**config.mk**
```make
export PLATFORM = sky130hd
export DESIGN_NAME = frac_baud_gen
export DESIGN_NICKNAME = d
export VERILOG_FILES = /design/src/rtl/fbg_pkg.sv /design/src/rtl/fbg_regs.sv /design/src/rtl/fbg_period.sv /design/src/rtl/fbg_bitdiv.sv /design/src/rtl/frac_baud_gen.sv
export SDC_FILE = /design/constraint.sdc
export NUM_CORES = 1
export LEC_CHECK = 0
export BUFFER_PORTS_ARGS = -buffer_cell sky130_fd_sc_hd__buf_4
export CORE_MARGIN = 8
export CORE_UTILIZATION = 50
export DETAILED_ROUTE_END_ITERATION = 8
export PLACE_DENSITY_LB_ADDON = 0.25
export SYNTH_ARGS = -nofsm -noshare
export SYNTH_HDL_FRONTEND = slang
export SYNTH_SLANG_ARGS = --single-unit
export TNS_END_PERCENT = 30
```
**constraint.sdc**
```tcl
create_clock -name clk -period 9.5 [get_ports clk]
set_input_delay 1.9 -clock clk [delete_from_list [all_inputs] [get_ports clk]]
set_output_delay 1.9 -clock clk [all_outputs]
set_load 0.02 [all_outputs]
```
**src/rtl/fbg_pkg.sv**
```systemverilog
package fbg_pkg;
  localparam int unsigned REG_W  = 8;
  localparam int unsigned ADDR_W = 2;

  typedef enum logic [ADDR_W-1:0] {
    ADR_HI   = 2'd0,
    ADR_LO   = 2'd1,
    ADR_CTL  = 2'd2,
    ADR_NONE = 2'd3
  } fbg_addr_e;
endpackage

```
**src/rtl/fbg_regs.sv**
```systemverilog
module fbg_regs
  import fbg_pkg::*;
#(
  parameter int unsigned INT_W  = 13,
  parameter int unsigned FRAC_W = 5
) (
  input  logic                clk,
  input  logic                rst,
  input  logic                wr_en,
  input  logic [ADDR_W-1:0]   wr_addr,
  input  logic [REG_W-1:0]    wr_data,
  input  logic [ADDR_W-1:0]   rd_addr,
  output logic [REG_W-1:0]    rd_data,
  output logic [INT_W-1:0]    act_sbr,
  output logic [FRAC_W-1:0]   act_frac,
  output logic                reload
);
  localparam int unsigned HI_W = INT_W - REG_W;

  logic [HI_W-1:0]  hi_q;
  logic [REG_W-1:0] lo_q;
  logic [REG_W-1:0] ctl_q;

  // the lower-byte write commits the staged divisor and restarts counters
  assign reload = wr_en && (wr_addr == ADR_LO);

  always_ff @(posedge clk) begin
    if (rst) begin
      hi_q     <= '0;
      lo_q     <= '0;
      ctl_q    <= '0;
      act_sbr  <= '0;
      act_frac <= '0;
    end else if (wr_en) begin
      case (wr_addr)
        ADR_HI:  hi_q  <= wr_data[HI_W-1:0];
        ADR_CTL: ctl_q <= wr_data;
        ADR_LO: begin
          lo_q     <= wr_data;
          act_sbr  <= {hi_q, wr_data};
          act_frac <= ctl_q[FRAC_W-1:0];
        end
        default: ;
      endcase
    end
  end

  always_ff @(posedge clk) begin
    if (rst) begin
      rd_data <= '0;
    end else begin
      case (rd_addr)
        ADR_HI:  rd_data <= {{(REG_W-HI_W){1'b0}}, hi_q};
        ADR_LO:  rd_data <= lo_q;
        ADR_CTL: rd_data <= ctl_q;
        default: rd_data <= '0;
      endcase
    end
  end
endmodule

```
**src/rtl/fbg_period.sv**
```systemverilog
module fbg_period #(
  parameter int unsigned INT_W  = 13,
  parameter int unsigned FRAC_W = 5
) (
  input  logic              clk,
  input  logic              rst,
  input  logic              reload,
  input  logic [INT_W-1:0]  sbr,
  input  logic [FRAC_W-1:0] frac,
  output logic              tick_hit,
  output logic              tick_q
);
  logic [INT_W-1:0]  cnt_q;
  logic [FRAC_W-1:0] acc_q;
  logic [FRAC_W:0]   phase_sum;
  logic [INT_W:0]    len_w;
  logic [INT_W:0]    last_w;
  logic              running;

  // period length is sbr, stretched by one when the phase sum overflows
  assign phase_sum = {1'b0, acc_q} + {1'b0, frac};
  assign len_w     = {1'b0, sbr} + {{INT_W{1'b0}}, phase_sum[FRAC_W]};
  assign last_w    = len_w - {{INT_W{1'b0}}, 1'b1};
  assign running   = (sbr != '0);
  assign tick_hit  = running && ({1'b0, cnt_q} == last_w);

  always_ff @(posedge clk) begin
    if (rst || reload) begin
      cnt_q  <= '0;
      acc_q  <= '0;
      tick_q <= 1'b0;
    end else begin
      tick_q <= tick_hit;
      if (tick_hit) begin
        cnt_q <= '0;
        acc_q <= phase_sum[FRAC_W-1:0];
      end else if (running) begin
        cnt_q <= cnt_q + 1'b1;
      end
    end
  end
endmodule

```
**src/rtl/fbg_bitdiv.sv**
```systemverilog
module fbg_bitdiv #(
  parameter int unsigned OVS = 16
) (
  input  logic clk,
  input  logic rst,
  input  logic reload,
  input  logic tick_hit,
  output logic bit_q
);
  localparam int unsigned SUB_W = (OVS > 1) ? $clog2(OVS) : 1;
  localparam logic [SUB_W-1:0] SUB_LAST = SUB_W'(OVS - 1);

  logic [SUB_W-1:0] sub_q;

  always_ff @(posedge clk) begin
    if (rst || reload) begin
      sub_q <= '0;
      bit_q <= 1'b0;
    end else begin
      bit_q <= tick_hit && (sub_q == SUB_LAST);
      if (tick_hit) begin
        if (sub_q == SUB_LAST) sub_q <= '0;
        else                   sub_q <= sub_q + 1'b1;
      end
    end
  end
endmodule

```
**src/rtl/frac_baud_gen.sv**
```systemverilog
module frac_baud_gen
  import fbg_pkg::*;
#(
  parameter int unsigned INT_W  = 13,
  parameter int unsigned FRAC_W = 5,
  parameter int unsigned OVS    = 16
) (
  input  logic              clk,
  input  logic              rst,
  input  logic              wr_en,
  input  logic [1:0]        wr_addr,
  input  logic [7:0]        wr_data,
  input  logic [1:0]        rd_addr,
  output logic [7:0]        rd_data,
  output logic              tick_o,
  output logic              bit_en_o
);
  logic [INT_W-1:0]  act_sbr;
  logic [FRAC_W-1:0] act_frac;
  logic              reload;
  logic              tick_hit;

  fbg_regs #(.INT_W(INT_W), .FRAC_W(FRAC_W)) regs_i (
    .clk      (clk),
    .rst      (rst),
    .wr_en    (wr_en),
    .wr_addr  (wr_addr),
    .wr_data  (wr_data),
    .rd_addr  (rd_addr),
    .rd_data  (rd_data),
    .act_sbr  (act_sbr),
    .act_frac (act_frac),
    .reload   (reload)
  );

  fbg_period #(.INT_W(INT_W), .FRAC_W(FRAC_W)) period_i (
    .clk      (clk),
    .rst      (rst),
    .reload   (reload),
    .sbr      (act_sbr),
    .frac     (act_frac),
    .tick_hit (tick_hit),
    .tick_q   (tick_o)
  );

  fbg_bitdiv #(.OVS(OVS)) bitdiv_i (
    .clk      (clk),
    .rst      (rst),
    .reload   (reload),
    .tick_hit (tick_hit),
    .bit_q    (bit_en_o)
  );
endmodule

```
==> flow_metrics.tcl, run 1 <==
set metrics [dict create \
    synth_nets 401 \
    fin_total_pwr_mw 0.581 \
    rows 30 \
    die_h_um 98.7 \
    final_cell_area_um2 3720 \
    worstSkewPairLatency_ns 0.34 \
    final_util 0.553 \
    slowest_stage "nor3_4" \
    drc_errors 0 \
    hold_viol 0 \
    path_max_fanout 14 \
    rsz0062_at_grt "false" \
    grt_antenna_before_repair 0 \
    status "completed" \
    start_kind "flop" \
    antenna_cells 0 \
    setup_viol 0 \
    synthCells 376 \
    cts_resized 0 \
    overflow 0 \
    postPlaceCellArea_um2 3510 \
    max_stage_delay_ns 0.70 \
    synth-seq-area-share 0.369 \
    place.gp.congestion 0.805 \
    dp.cells 456 \
    p_leak_nw 1.45 \
    crit_family "simple AND/OR/NAND/NOR gates" \
    ios 25 \
    async_flop_share 0 \
    yosysWarnings 0 \
    timing.setup.tns_ns 0 \
    relSlewSlack 0.204 \
    first_iter_violations 186 \
    drv_slew 0 \
    tightestPinTransition_ns 1.19 \
    hold_buffers 0 \
    pwr-share-seq 0.475 \
    hold-worst-slack_ns 0.476 \
    maxCapViolCount 0 \
    grt_pass1_wl_um 12900 \
    fin_crit_sh 0.447 \
    skew_ns 0.0109 \
    critical_path_class "flop to flop" \
    switchingPower_mw 0.163 \
    clk_path_buf_depth 2 \
    vias 2697 \
    dp_hpwl_um 5240 \
    fmax_mhz 235 \
    instances_no_fill 472 \
    hold_class "flop to flop" \
    drive_above_1_share 0.176 \
    cts_buffers 9 \
    pwr-share-comb 0.107 \
    power.density_nw_per_um2 156 \
    h-tree-depth 3 \
    worstPathArrival_ns 4.42 \
    vdd_ir_drop_max_v 0.000107 \
    grt_pass1_vias 2730 \
    synth_cell_types 62 \
    synth-seq-cells 63 \
    cts-root-buf "clkbuf_8" \
    initial_utilization 0.509 \
    grt_max_degree 41 \
    critPathBufInv 0 \
    tritoncts "done" \
    crit_chain "ha_1 -> a21o_1 -> a21o_1 -> a21o_1 -> a21oi_1 -> ha_1 -> ha_1 -> or3b_2 -> or3_2 -> a21boi_4 -> o2111ai_4 -> nor3_4 -> a211oi_1" \
    switching_share 0.281 \
    coreArea_um2 6720 \
    power.internal_mw 0.417 \
    die_area_um2 9740 \
    die_x_um 98.7 \
    synth_edf_count 0 \
    dp_slack_ns 5.18 \
    drt_wl_total_um 7520 \
    area_growth_pct 8.75 \
    vias_per_cell 5.71 \
    post-route-min-period_ns 4.25 \
    netlist_area_um2 3420 \
    setup_ws_ns 5.25 \
    final_common_cell "dfxtp_1" \
    wire_per_inst_um 15.9 \
    drtAntennaViolNets 0 \
    syn_area_per_cell_um2 9.09 \
    portBuffers 24 \
    mostFrequentLayoutCells "dfxtp_1 (63), nand2_1 (40), a21oi_1 (33), nor2_1 (33)" \
    clk_pin_slew_worst_paths_ns 0.07 \
    worstPathRequired_ns 9.67 \
    grt_usage 0.161 \
    first_pass_iters 4 \
    post_cts_buffers 0 \
    synthFlopType "dfxtp_1" \
    clockPowerShare 0.418 \
    num-nets-final 412 \
    cp-end-kind "flop" \
    clkSinkCount 63 \
]
cells in the mapped netlist, drive strengths merged (2+ instances only):
cell / count / share of area
nor3: 23 / 0.052
or3: 2 / 0.0040
nor2b: 3 / 0.0055
nand4: 9 / 0.016
a22oi: 4 / 0.013
a21o: 4 / 0.0088
a21oi: 33 / 0.048
nand3: 10 / 0.015
nor4: 4 / 0.0073
buf: 8 / 0.019
xor2: 8 / 0.021
dlygate4sd3: 2 / 0.0059
o31ai: 7 / 0.015
o21ai: 4 / 0.0059
ha: 9 / 0.033
inv: 9 / 0.0099
nand3b: 2 / 0.0044
mux2i: 19 / 0.056
or4b: 2 / 0.0059
clkbuf: 13 / 0.026
a31oi: 2 / 0.0037
nand2: 40 / 0.044
nor2: 33 / 0.036
nor3b: 4 / 0.0088
or4: 6 / 0.016
and2b: 4 / 0.0099
xnor2: 24 / 0.062
and3: 2 / 0.0037
dfxtp: 63 / 0.37
power by group through the flow:
stage / combinational, mW / clock (mW) / sequential [mW]
after floorplan: 0.0509 / 0 / 0.279
after global placement: 0.0609 / 0 / 0.282
after detailed placement: 0.0618 / 0 / 0.282
after CTS: 0.0621 / 0.246 / 0.276
after global routing: 0.0677 / 0.258 / 0.277
final: 0.0621 / 0.243 / 0.276
flip-flops by register name, indices dropped and copies added (netlist names):
| register | cells |
|---|---|
| regs_i.ctl_q | 8 |
| regs_i.rd_data | 8 |
| period_i.cnt_q | 13 |
| period_i.acc_q | 5 |
| regs_i.act_sbr | 6 |
| period_i.tick_q | 1 |
| regs_i.hi_q | 5 |
| regs_i.act_frac | 5 |
| regs_i.lo_q | 7 |
| bitdiv_i.bit_q | 1 |
| bitdiv_i.sub_q | 4 |
worst register-to-register path, delay by kind of cell, from the launching register on:
kind | cells | cell delay [ns]
compound gates | 7 | 1.29
fa+ha+maj | 3 | 0.77
flops | 1 | 0.34
simple gates | 3 | 1.70
logic make-up after synthesis:
group / share of synthesized area
simple gates: 0.240
compound gates: 0.148
flops: 0.369
buf+inv: 0.0637
xor+xnor: 0.0820
mux: 0.0590
fa+ha+maj: 0.0388
layer usage:
layer | share of wire | vias up | track usage
met2 | 0.45 | 51 | 0.250
met4 | 0.018 | 0 | 0.0661
met5 | 0 | - | 0
met1 | 0.49 | 1279 | 0.206
met3 | 0.036 | 16 | 0.0423
li1 | - | 1351 | -
path summary, 6_finish.rpt:
| check | startpoint | end | slack, ns | cells after the start |
|---|---|---|---|---|
| max reg2reg | regs_i.act_frac[1] | period_i.acc_q[1] | 5.25 | 13 |
| min | regs_i.act_frac[4] | regs_i.act_frac[4] | 0.48 | 2 |
| max | regs_i.act_frac[1] | period_i.acc_q[1] | 5.25 | 13 |
| min reg2reg | regs_i.act_frac[4] | regs_i.act_frac[4] | 0.48 | 2 |
area by class of cell:
class / instances / area (µm²)
inverters: 9 / 33.8
repair buffers: 24 / 180
clock inverters: 7 / 78.8
multi-input cells: 280 / 1940
flip-flops and latches: 63 / 1260
clock buffers: 9 / 124
well taps: 80 / 100
fillers: 622 / 3000
(Power assumes the default switching activity.)
==> run 2, diff against run 1 <==
- clock period: 9.5 -> 4.1 ns (I/O delays scaled with it)
==> run 2 against run 1 <==
  * Fmax grew 10%
  * Via count grew 2.5%
  * Sequential cell count is the same
  * Clock skew up 0.0021 ns
  * Cell count is 1.5% higher
  * Design area grew 2.1%
  * Non-clock buffer count is 7 higher
  * Setup slack got worse by 5.0 ns
  * First-iteration DRC count fell by 5.9%
  * Wire length grew 0.63%
  * Worst hold slack lost 0.0039 ns
  * Critical endpoint is now period_i.cnt_q[12]
  * Highest routed layer unchanged
==> flow_metrics.tcl, run 2 (synthesized netlist as in run 1, its figures left out) <==
set metrics [dict create \
    hold_class "flop to flop" \
    crit_family "simple AND/OR/NAND/NOR gates" \
    grt_max_degree 41 \
    portBuffers 24 \
    grt.met2_usage 0.273 \
    worstPathRequired_ns 4.32 \
    die_area_um2 9740 \
    fmax_mhz 260 \
    path_max_fanout 13 \
    die_h_um 98.7 \
    status "completed" \
    relSlewSlack 0.245 \
    cts-root-buf "clkbuf_8" \
    grt_antenna_before_repair 0 \
    drive_above_1_share 0.193 \
    die_x_um 98.7 \
    slowest_stage "or3_2" \
    worstPathArrival_ns 4.07 \
    power.internal_mw 1.03 \
    tightestPinTransition_ns 1.13 \
    drc_errors 0 \
    clockPowerShare 0.440 \
    overflow 0 \
    place.gp.congestion 0.858 \
    critPathBufInv 1 \
    max_stage_delay_ns 0.50 \
    ios 25 \
    skew_ns 0.0130 \
    coreArea_um2 6720 \
    switchingPower_mw 0.374 \
    vias 2765 \
    largest_register_ffs 13 \
    antenna_cells 0 \
    fin_crit_sh 0.939 \
    timing.setup.tns_ns 0 \
    rrSetupSlack_ns 0.25 \
    drt_wl_total_um 7570 \
    vdd_ir_drop_max_v 0.000191 \
    grt_pass1_wl_um 13300 \
    h-tree-depth 3 \
    mostFrequentLayoutCells "dfxtp_1 (63), nand2_1 (40), a21oi_1 (33), nor2_1 (33), buf_4 (31)" \
    top_regs "period_i.cnt_q x13, regs_i.ctl_q x8, regs_i.rd_data x8" \
    start_kind "flop" \
    area_growth_pct 11.0 \
    pwr-share-seq 0.453 \
    dp.cells 463 \
    hold_viol 0 \
    tritoncts "done" \
    vias_per_cell 5.77 \
    fillers 604 \
    grt_pass1_vias 2755 \
    cts_buffers 9 \
    rows 30 \
    first_iter_violations 175 \
    drv_slew 0 \
    dp_hpwl_um 5340 \
    regMostFlops "period_i.cnt_q" \
    rsz0062_at_grt "false" \
    initial_utilization 0.509 \
    wire_per_inst_um 15.8 \
    maxCapViolCount 0 \
    p_leak_nw 1.50 \
    cp-end-kind "flop" \
    postPlaceCellArea_um2 3570 \
    grt.busiest_layer "met2" \
    grt_usage 0.168 \
    crit_chain "ha_1 -> a21o_1 -> a21o_1 -> a21o_1 -> a21oi_1 -> ha_1 -> ha_1 -> or3b_2 -> or3_2 -> a21boi_4 -> o2111ai_4 -> nor3_4 -> buf_4 -> nor3_1" \
    instances_no_fill 479 \
    drtAntennaViolNets 0 \
    first_pass_iters 4 \
    final_cell_area_um2 3790 \
    power.density_nw_per_um2 371 \
    num-nets-final 419 \
    pwr-share-comb 0.106 \
    clkSinkCount 63 \
    clk_pin_slew_worst_paths_ns 0.08 \
    critical_path_class "flop to flop" \
    final_common_cell "dfxtp_1" \
    switching_share 0.266 \
    clk_path_buf_depth 2 \
    setup_viol 0 \
    worstSkewPairLatency_ns 0.35 \
    gr-usage-met1 0.208 \
    post-route-min-period_ns 3.85 \
    post_cts_buffers 0 \
    grt_util_met3 0.0479 \
]
run 2: cell count changes in the layout (fill, tap and decap cells not counted):
cell | previous run | this run
o211a_1 | 1 | 0
clkinv_4 | 0 | 3
clkinvlp_4 | 3 | 0
bufinv_16 | 1 | 2
o211a_2 | 0 | 1
inv_6 | 3 | 2
buf_4 | 24 | 31
run 2: worst paths after layout:
kind,endpoint,cells after the start,startpoint
max,period_i.cnt_q[12],14,regs_i.act_frac[1]
min,regs_i.act_frac[4],2,regs_i.act_frac[4]
max reg2reg,period_i.cnt_q[12],14,regs_i.act_frac[1]
min reg2reg,regs_i.act_frac[4],2,regs_i.act_frac[4]
run 2: through the flow:
stage	total power [mW]	worst slack, ns	hold WS, ns	utilization
2_1_floorplan	0.765	0.468	0.441	-
3_3_place_gp	0.798	0.339	0.454	0.531
3_5_place_dp	0.801	0.253	0.452	0.531
4_1_cts	1.42	0.241	0.475	0.565
5_1_grt	1.46	0.0302	0.507	0.565
6_report	1.41	0.251	0.472	0.565
run 2: final cells by class:
cell class,instances,area (µm²),area share
Timing Repair Buffer,31,233,0.0613
Tap cell,80,100,0.0264
Inverter,9,33.8,0.00891
Multi-Input combinational cell,280,1940,0.511
Clock inverter,7,104,0.0274
Sequential cell,63,1260,0.332
Clock buffer,9,124,0.0327
run 2: worst reg2reg max path: stages, from the launching register on:
cell       delay [ns]
dfxtp_1          0.33
ha_1             0.29
a21o_1           0.17
a21o_1           0.19
a21o_1           0.17
a21oi_1          0.15
ha_1             0.21
ha_1             0.26
or3b_2           0.49
or3_2            0.50
a21boi_4         0.21
o2111ai_4        0.22
nor3_4           0.19
buf_4            0.26
nor3_1           0.08
run 2: repair_timing:
item                       4_1_cts  5_1_grt
setup endpoints to repair        0        1
hold buffers                     0        0
resized for setup                0        1
run 2: power by group through the flow:
stage / Combinational [mW] / Sequential, mW / Clock [mW]
floorplan: 0.118 / 0.647 / 0
global placement: 0.146 / 0.652 / 0
detailed placement: 0.149 / 0.652 / 0
CTS: 0.149 / 0.638 / 0.628
global route: 0.165 / 0.641 / 0.654
finish: 0.150 / 0.639 / 0.620
run 2: layer usage:
metal  share of wire  up-vias  wire length (µm)
met4           0.016        0               121
li1                -     1367                 -
met5               0        -                 0
met3           0.060       12               456
met1            0.46     1295              3480
met2            0.46       91              3510
==> run 3, diff against run 2 <==
- clock period: 4.1 -> 4.4 ns (I/O delays scaled with it)
==> run 3 against run 2 <==
  * Clock power down 25%
  * Non-clock buffer count decreased by 4
  * Wire length about the same
  * Combinational power fell by 9%
  * Design area shrank 1.9%
  * Critical path type unchanged
  * Total power fell by 15%
  * Sequential cell count unchanged
  * Sequential share of layout area up 0.66 points
==> flow_metrics.tcl, run 3 (synthesized netlist as in run 1, its figures left out) <==
set metrics [dict create \
    status "completed" \
    cts-root-buf "clkbuf_8" \
    antenna_cells 0 \
    hold-worst-slack_ns 0.467 \
    fin_crit_sh 0.892 \
    ios 25 \
    hold_class "flop to flop" \
    setup_ws_ns 0.476 \
    hold_buffers 0 \
    worstPathArrival_ns 4.13 \
    num-nets-final 415 \
    grt_max_degree 41 \
    power.density_nw_per_um2 322 \
    mostFrequentLayoutCells "dfxtp_1 (63), nand2_1 (40), a21oi_1 (33), nor2_1 (33), buf_4 (27)" \
    grt_antenna_before_repair 0 \
    wire_per_inst_um 15.9 \
    relSlewSlack 0.254 \
    final_common_cell "dfxtp_1" \
    postPlaceCellArea_um2 3540 \
    tightestPinTransition_ns 1.12 \
    cts_buffers 9 \
    grt.busiest_layer "met2" \
    vias_per_cell 5.78 \
    first_iter_violations 114 \
    skew_ns 0.0114 \
    h-tree-depth 3 \
    gr-usage-met1 0.201 \
    grt_usage 0.166 \
    drc_errors 0 \
    maxCapViolCount 0 \
    grt_pass1_wl_um 12900 \
    drive_above_1_share 0.182 \
    top_regs "period_i.cnt_q x13, regs_i.ctl_q x8, regs_i.rd_data x8" \
    timing.setup.tns_ns 0 \
    clkSinkCount 63 \
    start_kind "flop" \
    largest_register_ffs 13 \
    portBuffers 24 \
    overflow 0 \
    drtAntennaViolNets 0 \
    tritoncts "done" \
    place.gp.congestion 0.822 \
    area_growth_pct 8.86 \
    die_area_um2 9740 \
    hold_viol 0 \
    vias 2747 \
    die_h_um 98.7 \
    fmax_mhz 255 \
    grt_pass1_vias 2649 \
    critical_path_class "flop to flop" \
    post_cts_buffers 0 \
    grt_util_met3 0.0486 \
    drt_wl_total_um 7570 \
    coreArea_um2 6720 \
    dp_hpwl_um 5380 \
    regMostFlops "period_i.cnt_q" \
    initial_utilization 0.509 \
    clk_pin_slew_worst_paths_ns 0.07 \
    grt.met2_usage 0.261 \
    cts_resized 0 \
    setup_viol 0 \
    worstPathRequired_ns 4.61 \
    p_leak_nw 1.46 \
    rows 30 \
    post-route-min-period_ns 3.92 \
    die_x_um 98.7 \
    final_cell_area_um2 3720 \
    drv_slew 0 \
    vdd_ir_drop_max_v 0.000238 \
    clk_path_buf_depth 2 \
    rsz0062_at_grt "false" \
    worstSkewPairLatency_ns 0.35 \
    dp_slack_ns 0.501 \
    cp-end-kind "flop" \
    path_max_fanout 13 \
    first_pass_iters 4 \
]
==> run 3: cell count changes in the layout (fill, tap and decap cells not counted), sizes merged <==
cell	delta
buf	-4
clkinvlp	+3
inv	-2
clkbuf	+2
bufinv	-2
clkinv	-1
==> run 3: critical path, cell delays in order, from the launching register on <==
cell,delay [ns]
dfxtp_1,0.37
ha_1,0.24
a21o_1,0.17
a21o_1,0.19
a21o_1,0.18
a21oi_1,0.15
ha_1,0.22
ha_1,0.26
or3b_2,0.48
or3_2,0.50
a21boi_4,0.21
o2111ai_4,0.23
nor3_4,0.22
buf_4,0.27
nor3_1,0.08
==> run 3: power breakdown <==
group / switching, mW / leakage (nW) / total (mW) / internal (mW)
logic: 0.0816 / 0.861 / 0.136 / 0.0544
clock network: 0.232 / 0.0873 / 0.465 / 0.233
registers: 0.0137 / 0.509 / 0.595 / 0.581
==> run 3: worst paths after layout <==
| path | startpoint | end | slack, ns | depth (start not counted) |
|---|---|---|---|---|
| setup / recovery | period_i.acc_q[1] | period_i.cnt_q[12] | 0.48 | 14 |
| hold / removal | regs_i.act_frac[2] | regs_i.act_frac[2] | 0.47 | 2 |
| setup reg to reg | period_i.acc_q[1] | period_i.cnt_q[12] | 0.48 | 14 |
| hold reg to reg | regs_i.act_frac[2] | regs_i.act_frac[2] | 0.47 | 2 |
==> run 3: final cells by class <==
class,count,area [µm²]
Clock buffer,11,151
Clock inverter,5,32.5
Fill cell,604,3000
Inverter,9,33.8
Multi-Input combinational cell,280,1940
Sequential cell,63,1260
Tap cell,80,100
Timing Repair Buffer,27,203
==> run 3: routing by layer <==
layer	routed length, µm	vias to the layer above
met5	0	-
met4	152	0
met3	371	13
met2	3470	60
met1	3570	1310
li1	-	1364
==> run 3: stage by stage <==
step,utilization,instances,power [mW]
after floorplan,-,376,0.713
after global placement,0.526,459,0.740
after detailed placement,0.526,459,0.743
after CTS,0.554,475,1.21
after global routing,0.554,475,1.25
final,0.554,475,1.20
